$ cat config.mk
export PLATFORM = sky130hd
export DESIGN_NAME = subblock_pool
export DESIGN_NICKNAME = d
export VERILOG_FILES = /design/src/rtl/subblock_pool.sv
export SDC_FILE = /design/constraint.sdc
export NUM_CORES = 1
export LEC_CHECK = 0
export ABC_CLOCK_PERIOD_IN_PS = 23600
export BUFFER_PORTS_ARGS = -buffer_cell sky130_fd_sc_hd__buf_2
export CAP_MARGIN = 20
export CORE_ASPECT_RATIO = 0.75
export CORE_MARGIN = 5
export CORE_UTILIZATION = 35
export CTS_BUF_LIST = sky130_fd_sc_hd__clkbuf_8
export CTS_CLUSTER_DIAMETER = 100
export DETAILED_ROUTE_END_ITERATION = 8
export PLACE_DENSITY = 0.63
export SLEW_MARGIN = 20
export SYNTH_ARGS = -nofsm -noshare
export SYNTH_HDL_FRONTEND = slang
export SYNTH_SLANG_ARGS = --single-unit
$ cat constraint.sdc
create_clock -name clk -period 23.6 [get_ports clk]
set_clock_uncertainty 0.2 [all_clocks]
set_input_delay 2.36 -clock clk [delete_from_list [all_inputs] [get_ports clk]]
set_output_delay 2.36 -clock clk [all_outputs]
set_load 0.005 [all_outputs]
$ cat src/rtl/subblock_pool.sv
module subblock_pool #(
  parameter int POOL_BYTES     = 256,
  parameter int LINE_BYTES     = 32,
  parameter int SUB_BYTES      = 8,
  parameter int PRIMARY_TAGS   = 8,
  parameter int SECONDARY_TAGS = 8,
  parameter int REF_W          = 3,
  localparam int SUBS       = LINE_BYTES / SUB_BYTES,
  localparam int ENTRIES    = POOL_BYTES / SUB_BYTES,
  localparam int IW         = $clog2(ENTRIES),
  localparam int CW         = $clog2(ENTRIES + 1),
  localparam int TOTAL_TAGS = PRIMARY_TAGS + SECONDARY_TAGS,
  localparam int TW         = $clog2(TOTAL_TAGS + 1)
) (
  input  logic               clk,
  input  logic               rst_n,
  input  logic               fill_req,
  output logic               fill_gnt,
  output logic               evict_req,
  output logic [SUBS*IW-1:0] fill_ptrs,
  input  logic               ref_req,
  input  logic [IW-1:0]      ref_idx,
  input  logic               free_req,
  input  logic [SUBS*IW-1:0] free_ptrs,
  output logic [CW-1:0]      free_count,
  input  logic               tag_pop,
  input  logic               tag_push,
  input  logic [TW-1:0]      tag_push_idx,
  output logic               tag_avail,
  output logic [TW-1:0]      tag_head
);

  localparam int SLOTS  = 1 << IW;
  localparam int TSLOTS = 1 << TW;
  localparam logic [TW-1:0]    TNULL = TW'(TOTAL_TAGS);
  localparam logic [REF_W-1:0] RMAX  = '1;

  logic [REF_W-1:0] refc [SLOTS];
  logic [REF_W-1:0] refn [SLOTS];
  logic [IW-1:0]    pick [SUBS];
  logic [SLOTS-1:0] taken;
  logic [CW-1:0]    nfree, nfree_n;
  logic             enough;

  assign enough     = nfree >= CW'(SUBS);
  assign fill_gnt   = fill_req && enough;
  assign evict_req  = fill_req && !enough;
  assign free_count = nfree;

  always_comb begin : pick_lowest
    int k;
    k = 0;
    taken = '0;
    for (int s = 0; s < SUBS; s++) pick[s] = '0;
    for (int e = 0; e < ENTRIES; e++) begin
      if (refc[e] == '0 && k < SUBS) begin
        pick[k]  = IW'(e);
        taken[e] = fill_gnt;
        k++;
      end
    end
  end

  for (genvar s = 0; s < SUBS; s++) begin : g_ptr
    assign fill_ptrs[s*IW +: IW] = pick[s];
  end

  always_comb begin : next_counts
    int dec;
    logic [REF_W:0] sum;
    nfree_n = nfree - (fill_gnt ? CW'(SUBS) : '0);
    for (int e = 0; e < SLOTS; e++) begin
      dec = 0;
      for (int s = 0; s < SUBS; s++)
        if (free_req && free_ptrs[s*IW +: IW] == IW'(e)) dec++;
      sum = {1'b0, refc[e]} +
            ((ref_req && ref_idx == IW'(e) && refc[e] != '0 && refc[e] != RMAX)
              ? (REF_W+1)'(1) : '0);
      if (taken[e])           refn[e] = REF_W'(1);
      else if (int'(sum) <= dec) refn[e] = '0;
      else                    refn[e] = REF_W'(int'(sum) - dec);
      if (refc[e] != '0 && refn[e] == '0) nfree_n = nfree_n + CW'(1);
    end
  end

  always_ff @(posedge clk or negedge rst_n) begin
    if (!rst_n) begin
      for (int e = 0; e < SLOTS; e++) refc[e] <= '0;
      nfree <= CW'(ENTRIES);
    end else begin
      for (int e = 0; e < SLOTS; e++) refc[e] <= refn[e];
      nfree <= nfree_n;
    end
  end

  logic [TW-1:0] head;
  logic [TW-1:0] link [TSLOTS];
  logic          pop_ok, push_ok;

  assign tag_avail = head != TNULL;
  assign tag_head  = head;
  assign pop_ok    = tag_pop && tag_avail;
  assign push_ok   = tag_push && tag_push_idx >= TW'(PRIMARY_TAGS) && tag_push_idx < TNULL;

  always_ff @(posedge clk or negedge rst_n) begin
    if (!rst_n) begin
      head <= TW'(PRIMARY_TAGS);
      for (int t = 0; t < TSLOTS; t++) link[t] <= TW'(t + 1);
    end else if (push_ok) begin
      link[tag_push_idx] <= pop_ok ? link[head] : head;
      head <= tag_push_idx;
    end else if (pop_ok) begin
      head       <= link[head];
      link[head] <= TNULL;
    end
  end

endmodule

==> results of run 1 <==
-- layout make-up --
type | instances | area, um2 | area share (%)
Sequential cell | 267 | 6790 | 19.2
Antenna cell | 2 | 5.00 | 0.0142
Inverter | 281 | 1050 | 2.99
Clock inverter | 23 | 201 | 0.571
Tap cell | 1140 | 1430 | 4.04
Timing Repair Buffer | 271 | 1880 | 5.34
Clock buffer | 64 | 881 | 2.50
Multi-Input combinational cell | 2973 | 23000 | 65.3
-- worst register-to-register path: cells and delay by family, from the launching register on --
| family | cells | cell delay (ps) |
|---|---|---|
| AOI/OAI and AO/OA | 26 | 3940 |
| xor gates and xnor gates | 2 | 620 |
| adders and majority gates | 34 | 9390 |
| buffers and inverters | 11 | 790 |
| DFF | 1 | 440 |
| muxes | 8 | 2010 |
| and+or+nand+nor | 32 | 3180 |
-- cells by family after synthesis --
group	synth area share (%)
AOI/OAI and AO/OA	12.8
DFF	22.2
buffers and inverters	4.45
adders and majority gates	20.2
other	0.0123
and+or+nand+nor	23.3
xor gates and xnor gates	11.6
muxes	5.37
-- per-layer routing --
metal,wire (um),GRT usage [%],up-vias
met5,39,0,-
met1,44800,29.1,13000
met3,6590,2.96,106
met2,39500,29.6,792
li1,-,-,13000
met4,1440,3.05,6
-- worst paths after layout --
kind | start | endpoint | slack, ps | cells after the start
worst min register to register | link[75] | link[75] | 170 | 0
min in group asynchronous | rst_n | link[124] | 1500 | 1
worst max register to register | refc[93] | free_count[4] | 2870 | 113
worst max-delay path | free_ptrs[14] | free_count[4] | 910 | 116
max in group asynchronous | rst_n | refc[3] | 19570 | 3
worst min-delay path | link[75] | link[75] | 170 | 0
-- Yosys cell counts, types with 46 or more instances --
library cell / n
a21oi_1: 133
and2_1: 62
and3_1: 89
clkbuf_1: 71
dfrtp_1: 185
dfstp_2: 82
ha_1: 439
inv_1: 273
mux2_2: 46
nand2_1: 384
nand2b_1: 49
nand3_1: 136
nor2_1: 287
nor2b_1: 141
nor3_1: 82
nor4_1: 46
o21ai_0: 157
xnor2_1: 143
xor2_1: 149
-- metrics by stage --
stage	std cells	TNS, ps
2_1_floorplan	3600	0
6_report	5021	0
3_3_place_gp	4906	0
3_5_place_dp	4906	-1110
5_1_grt	5021	-560
4_1_cts	4993	0
-- layout by cell type, fill, tap and decap left out, drive strengths merged, types with 16 or more instances in the layout --
cell type / count
nor2b: 141
a21oi: 139
mux2i: 22
or2: 38
xor2: 154
clkbuf: 64
conb: 32
o22ai: 16
o21a: 20
a31oi: 25
nand3: 136
ha: 439
a22oi: 44
nor3: 86
nand2b: 49
or3: 17
a211oi: 18
xnor2: 159
inv: 290
dfstp: 82
and3: 89
nand4: 38
fa: 33
mux2: 46
xnor3: 25
a21o: 18
and2: 66
mux4: 40
nand2: 384
buf: 271
nor2: 287
nor4: 47
o21ai: 158
dfrtp: 185
-- state kept, by name, indices dropped and copies added (netlist names) --
name	cells
link	160
tag_head	5
free_count	6
refc	96
-- repair_timing --
action                     CTS  global route
gates resized for setup      3           100
setup buffers                0            26
setup endpoints to repair    1            25
pin swaps                    0            47
==> flow_summary_export.csv, run 1 <==
group,metric,value,unit
routing,vias,26900,
synth,yosysSeqAreaShare,22.2,%
clocking,postCtsHoldBufs,0,
layout,fillCellCount,8542,
clocking,clockBufferDepth,3,
layout,fin_area,35300,um2
global_route,grt_use_total,19.3,%
critical_path,worstPathArrival,23010,ps
clocking,clkLatencyLatePin,660,ps
clocking,cts_tree,"yes",
critical_path,cpMostUsedCell,"ha_1",
layout,drive_gt1_share,18.7,%
sta,setup_viol,0,
global_route,grt_max_degree,89,
run,maxCapViolations,0,
critical_path,crit_required,23920,ps
clocking,cts_buffers,48,
clocking,clk_pin_slew,60,ps
routing,wl_per_cell,18.4,um
critical_path,crit_path_top_delay_cell,"xnor3_1",
layout,syn2layout_area_growth,15.6,%
routing,route.detailed.drc,0,
synth,synth_flop_cell,"dfrtp_1",
place,gp_congestion,0.930,
sta,hold_viol_final,0,
place,dpl_cell_area,33600,um2
synth,synthArstFlopShare,100,%
floorplanning,core,86200,um2
place,hpwl,75.9,mm
synth,synth_top_area_cell,"ha_1",
sta,slew_viol_final,0,
sta,worstMarginPinSlew,1180,ps
routing,drtAntennaViolNets,0,
floorplanning,initial_core_util,35.4,%
clocking,cts-htree-levels,2,
global_route,grt_pass1_wl,143,mm
sta,whs,166,ps
routing,wirelength,92.4,mm
critical_path,critPathTopFamily,"adder cells",
outcome,run_status,"completed",
critical_path,crit_type,"in -> reg",
synth,synthTopCellsByArea,"ha_1 18%, dfrtp_1 15%, dfstp_2 7.1%, nand2_1 4.7%, xor2_1 4.3%",
worst_hold_path,hold_path.class,"reg -> reg",
place,port_buffers,70,
global_route,antenna_found_initial,5,
critical_path,crit_buf_inv,11,
sta,slew_headroom,21.3,%
global_route,grt_overflow,0,
critical_path,slowest_delay,440,ps
sta,period_needed,22690,ps
place,pre_cts_slack,-384,ps
layout,final_nets,4351,
clocking,cts_num_sinks,267,
global_route,grt_pass1_vias,25300,
synth,synth_edf_count,0,
routing,drt-initial-drc-count,2226,
floorplanning,fp.dieW,351,um
synth,synth.cell_area,30500,um2
floorplanning,die_area,93300,um2
critical_path,cp_max_fo,4,
routing,dr.pass1.iters,8,
synth,synth_top_area_share,18.0,%
sta,setup_ws,910,ps
synth,syn_avg_cell_area,8.55,um2
floorplanning,num_io_pins,71,
sta,post-route-period-util,96.1,%
floorplanning,row_count,93,
floorplanning,fp.dieH,266,um
critical_path,cp-start-kind,"input pin",
sta,timing.fmax,44.1,MHz
layout,fin_util,40.9,%
critical_path,worstSetupEndpointType,"flop",
sta,rsz0062_at_grt,"yes",
routing,routed_via_density,5.36,
synth,ys_seq_elements,267,
synth,yosysWarnings,0,
synth,synthCells,3569,
synth,yosysUniqueCellTypes,100,
clocking,root_buffer,"clkbuf_8",
Power of run 1 is not shown: default switching activity piles up to over one toggle a cycle in this logic, so the estimate is an artifact.
==> inputs of run 2 (changes only) <==
--- a/config.mk
+++ b/config.mk
@@ -5,14 +5,15 @@
 export SDC_FILE = /design/constraint.sdc
 export NUM_CORES = 1
 export LEC_CHECK = 0
+export ABC_AREA = 1
 export ABC_CLOCK_PERIOD_IN_PS = 23600
 export BUFFER_PORTS_ARGS = -buffer_cell sky130_fd_sc_hd__buf_2
 export CAP_MARGIN = 20
 export CORE_ASPECT_RATIO = 0.75
 export CORE_MARGIN = 5
 export CORE_UTILIZATION = 35
-export CTS_BUF_LIST = sky130_fd_sc_hd__clkbuf_8
-export CTS_CLUSTER_DIAMETER = 100
+export CTS_BUF_LIST = sky130_fd_sc_hd__clkbuf_4 sky130_fd_sc_hd__clkbuf_8
+export CTS_CLUSTER_DIAMETER = 50
 export DETAILED_ROUTE_END_ITERATION = 8
 export PLACE_DENSITY = 0.63
 export SLEW_MARGIN = 20
==> run 2 against run 1 <==
Against the previous run: hold slack hardly changed; maximum frequency is 1.4% higher; register-to-register slack better by 970 ps; cell area is 0.88% higher; critical path type is now reg -> out; highest routed layer is now met4.
==> flow_summary_export.csv, run 2 <==
group,metric,value,unit
floorplanning,fp.dieH,272,um
layout,final_nets,5569,
synth,synth_top_family_by_area,"simple AND/OR/NAND/NOR gates",
synth,yosysUniqueCellTypes,68,
synth,synthCells,4922,
synth,synth_fa_ha_area_share,19.2,%
global_route,grt_pass1_vias,27800,
floorplanning,core,91000,um2
clocking,cts_num_sinks,267,
critical_path,crit_path_top_delay_cell,"fa_2",
synth,synth_commonest_cells,"1,125 x inv_1, 1,111 x nand2_1, 546 x nor2_1",
sta,slew_viol_final,0,
synth,ys_seq_elements,267,
floorplanning,die_area,97600,um2
sta,hold_viol_final,0,
layout,final_cell_mix,"1,120 x inv_1, 1,110 x nand2_1, 541 x nor2_1",
place,port_buffers,70,
clocking,clockBufferDepth,3,
critical_path,slowest_delay,580,ps
layout,fin_util,39.1,%
synth,synthTopCellsByArea,"ha_1 17%, dfrtp_1 14%, inv_1 13%, nand2_1 13%, dfstp_2 6.7%",
critical_path,crit_required,21040,ps
global_route,grt_max_degree,79,
critical_path,r2r-start,"refc[92]",
synth,synthArstFlopShare,100,%
routing,drt-initial-drc-count,2384,
critical_path,worstSetupEndpointType,"output port",
routing,route.detailed.drc,0,
synth,synth_top_area_share,17.2,%
clocking,cts-htree-levels,2,
synth,yosysWarnings,0,
routing,dr.pass1.iters,6,
critical_path,cp-start-kind,"flop",
global_route,grt_use_total,18.2,%
global_route,grt_overflow,0,
layout,final_common_cell,"inv_1",
outcome,run_status,"completed",
critical_path,reg2reg_to,"free_count[4]",
routing,vias,30300,
clocking,cts_tree,"yes",
sta,slew_headroom,29.4,%
sta,worstMarginPinSlew,1060,ps
critical_path,crit_type,"reg -> out",
floorplanning,num_io_pins,71,
worst_hold_path,hold_depth,0,
critical_path,cp_max_fo,11,
worst_hold_path,hold_path.class,"reg -> reg",
clocking,clk_pin_slew,50,ps
routing,wirelength,91.4,mm
sta,setup_viol,0,
worst_hold_path,min_from,"link[75]",
synth,synth.cell_area,32000,um2
run,maxCapViolations,0,
place,gp_congestion,0.966,
layout,largest_reg_flops,160,
synth,synth_edf_count,0,
floorplanning,fp.dieW,359,um
worst_hold_path,min_delay_worst_endpoint,"link[75]",
global_route,grt_pass1_wl,145,mm
clocking,clkLatencyLatePin,720,ps
synth,syn_avg_cell_area,6.50,um2
synth,synth_top_area_cell,"ha_1",
clocking,postCtsHoldBufs,0,
sta,timing.fmax,44.7,MHz
synth,yosysSeqAreaShare,21.2,%
routing,drtAntennaViolNets,0,
clocking,root_buffer,"clkbuf_8",
synth,synth_flop_cell,"dfrtp_1",
critical_path,rr_worst_depth,98,
sta,post-route-period-util,94.8,%
synth,synth-xor-area-share,4.58,%
layout,syn2layout_area_growth,11.3,%
routing,wl_per_cell,14.4,um
sta,period_needed,22370,ps
clocking,cts_buffers,56,
floorplanning,initial_core_util,35.1,%
layout,drive_gt1_share,9.77,%
layout,regMostFlops,"link",
synth,synth_compound_area_share,8.90,%
place,hpwl,75.2,mm
critical_path,r2r_slack,3840,ps
synth,synthSimpleGateAreaFrac,31.8,%
floorplanning,row_count,96,
synth,synth_most_common_cell,"inv_1",
global_route,antenna_found_initial,4,
routing,routed_via_density,4.78,
critical_path,worstPathArrival,19810,ps
synth,synth_mux_area_share,0.0665,%
==> run 2: metrics by stage <==
stage / hold slack (ps) / setup WS [ps] / TNS [ps] / cell area, um2 / cells
after floorplan: 222 / 2330 / 0 / 32100 / 4953
after global routing: 178 / -90.7 / -271 / 35600 / 6331
after global placement: 158 / 476 / 0 / 34000 / 6221
after CTS: 166 / 72.8 / 0 / 35300 / 6324
after detailed placement: 158 / -186 / -348 / 34000 / 6221
final: 166 / 1230 / 0 / 35600 / 6331
==> run 2: worst max-delay path: cells and delay by family (launching register included) <==
kind            cells  cell delay, ps
fa+ha+maj          28            8780
flops               1             410
simple gates       16            2850
compound gates     21            4170
xor+xnor            1             290
buf+inv            28            2550
==> run 2: kinds of logic after synthesis <==
kind of cell,after synthesis
flip-flops,267
AO/OA/AOI/OAI,479
other,1
multiplexers,2
XOR/XNOR,154
buffers and inverters,1202
AND/OR/NAND/NOR,2345
adder cells (fa/ha/maj),472
==> run 2: how the worst max path moves through the flow <==
stage / start / end / slack (ps) / cells after the start
after floorplan: refc[92] / fill_ptrs[18] / 2330 / 93
after CTS: refc[89] / fill_ptrs[18] / 70 / 95
after global placement: refc[94] / fill_ptrs[17] / 480 / 96
after detailed placement: refc[94] / fill_ptrs[17] / -190 / 98
after global routing: refc[92] / fill_ptrs[18] / -90 / 98
final: refc[92] / fill_ptrs[17] / 1230 / 94
==> run 2: metal layers <==
layer / GRT usage, % / routed length [um] / part of all wire [%]
met2: 25.9 / 35100 / 38
met5: 0 / 0 / 0
met3: 4.64 / 8300 / 9.1
met1: 27.2 / 45700 / 50
met4: 4.53 / 2300 / 2.5
==> run 2: cell type report <==
type	count	area, um2
fillers	9824	55400
multi-input cells	3484	21100
flip-flops and latches	267	6780
inverters	1160	4370
well taps	1225	1530
clock buffers	89	1110
repair buffers	91	518
clock inverters	14	228
diodes	1	2.50
==> run 2: timing repair <==
action / CTS / global route
setup buffers: 0 / 6
endpoints found under the setup margin: 20 / 25
pin swaps: 0 / 9
resized for setup: 15 / 46
Power of run 2 is left out for the same reason.
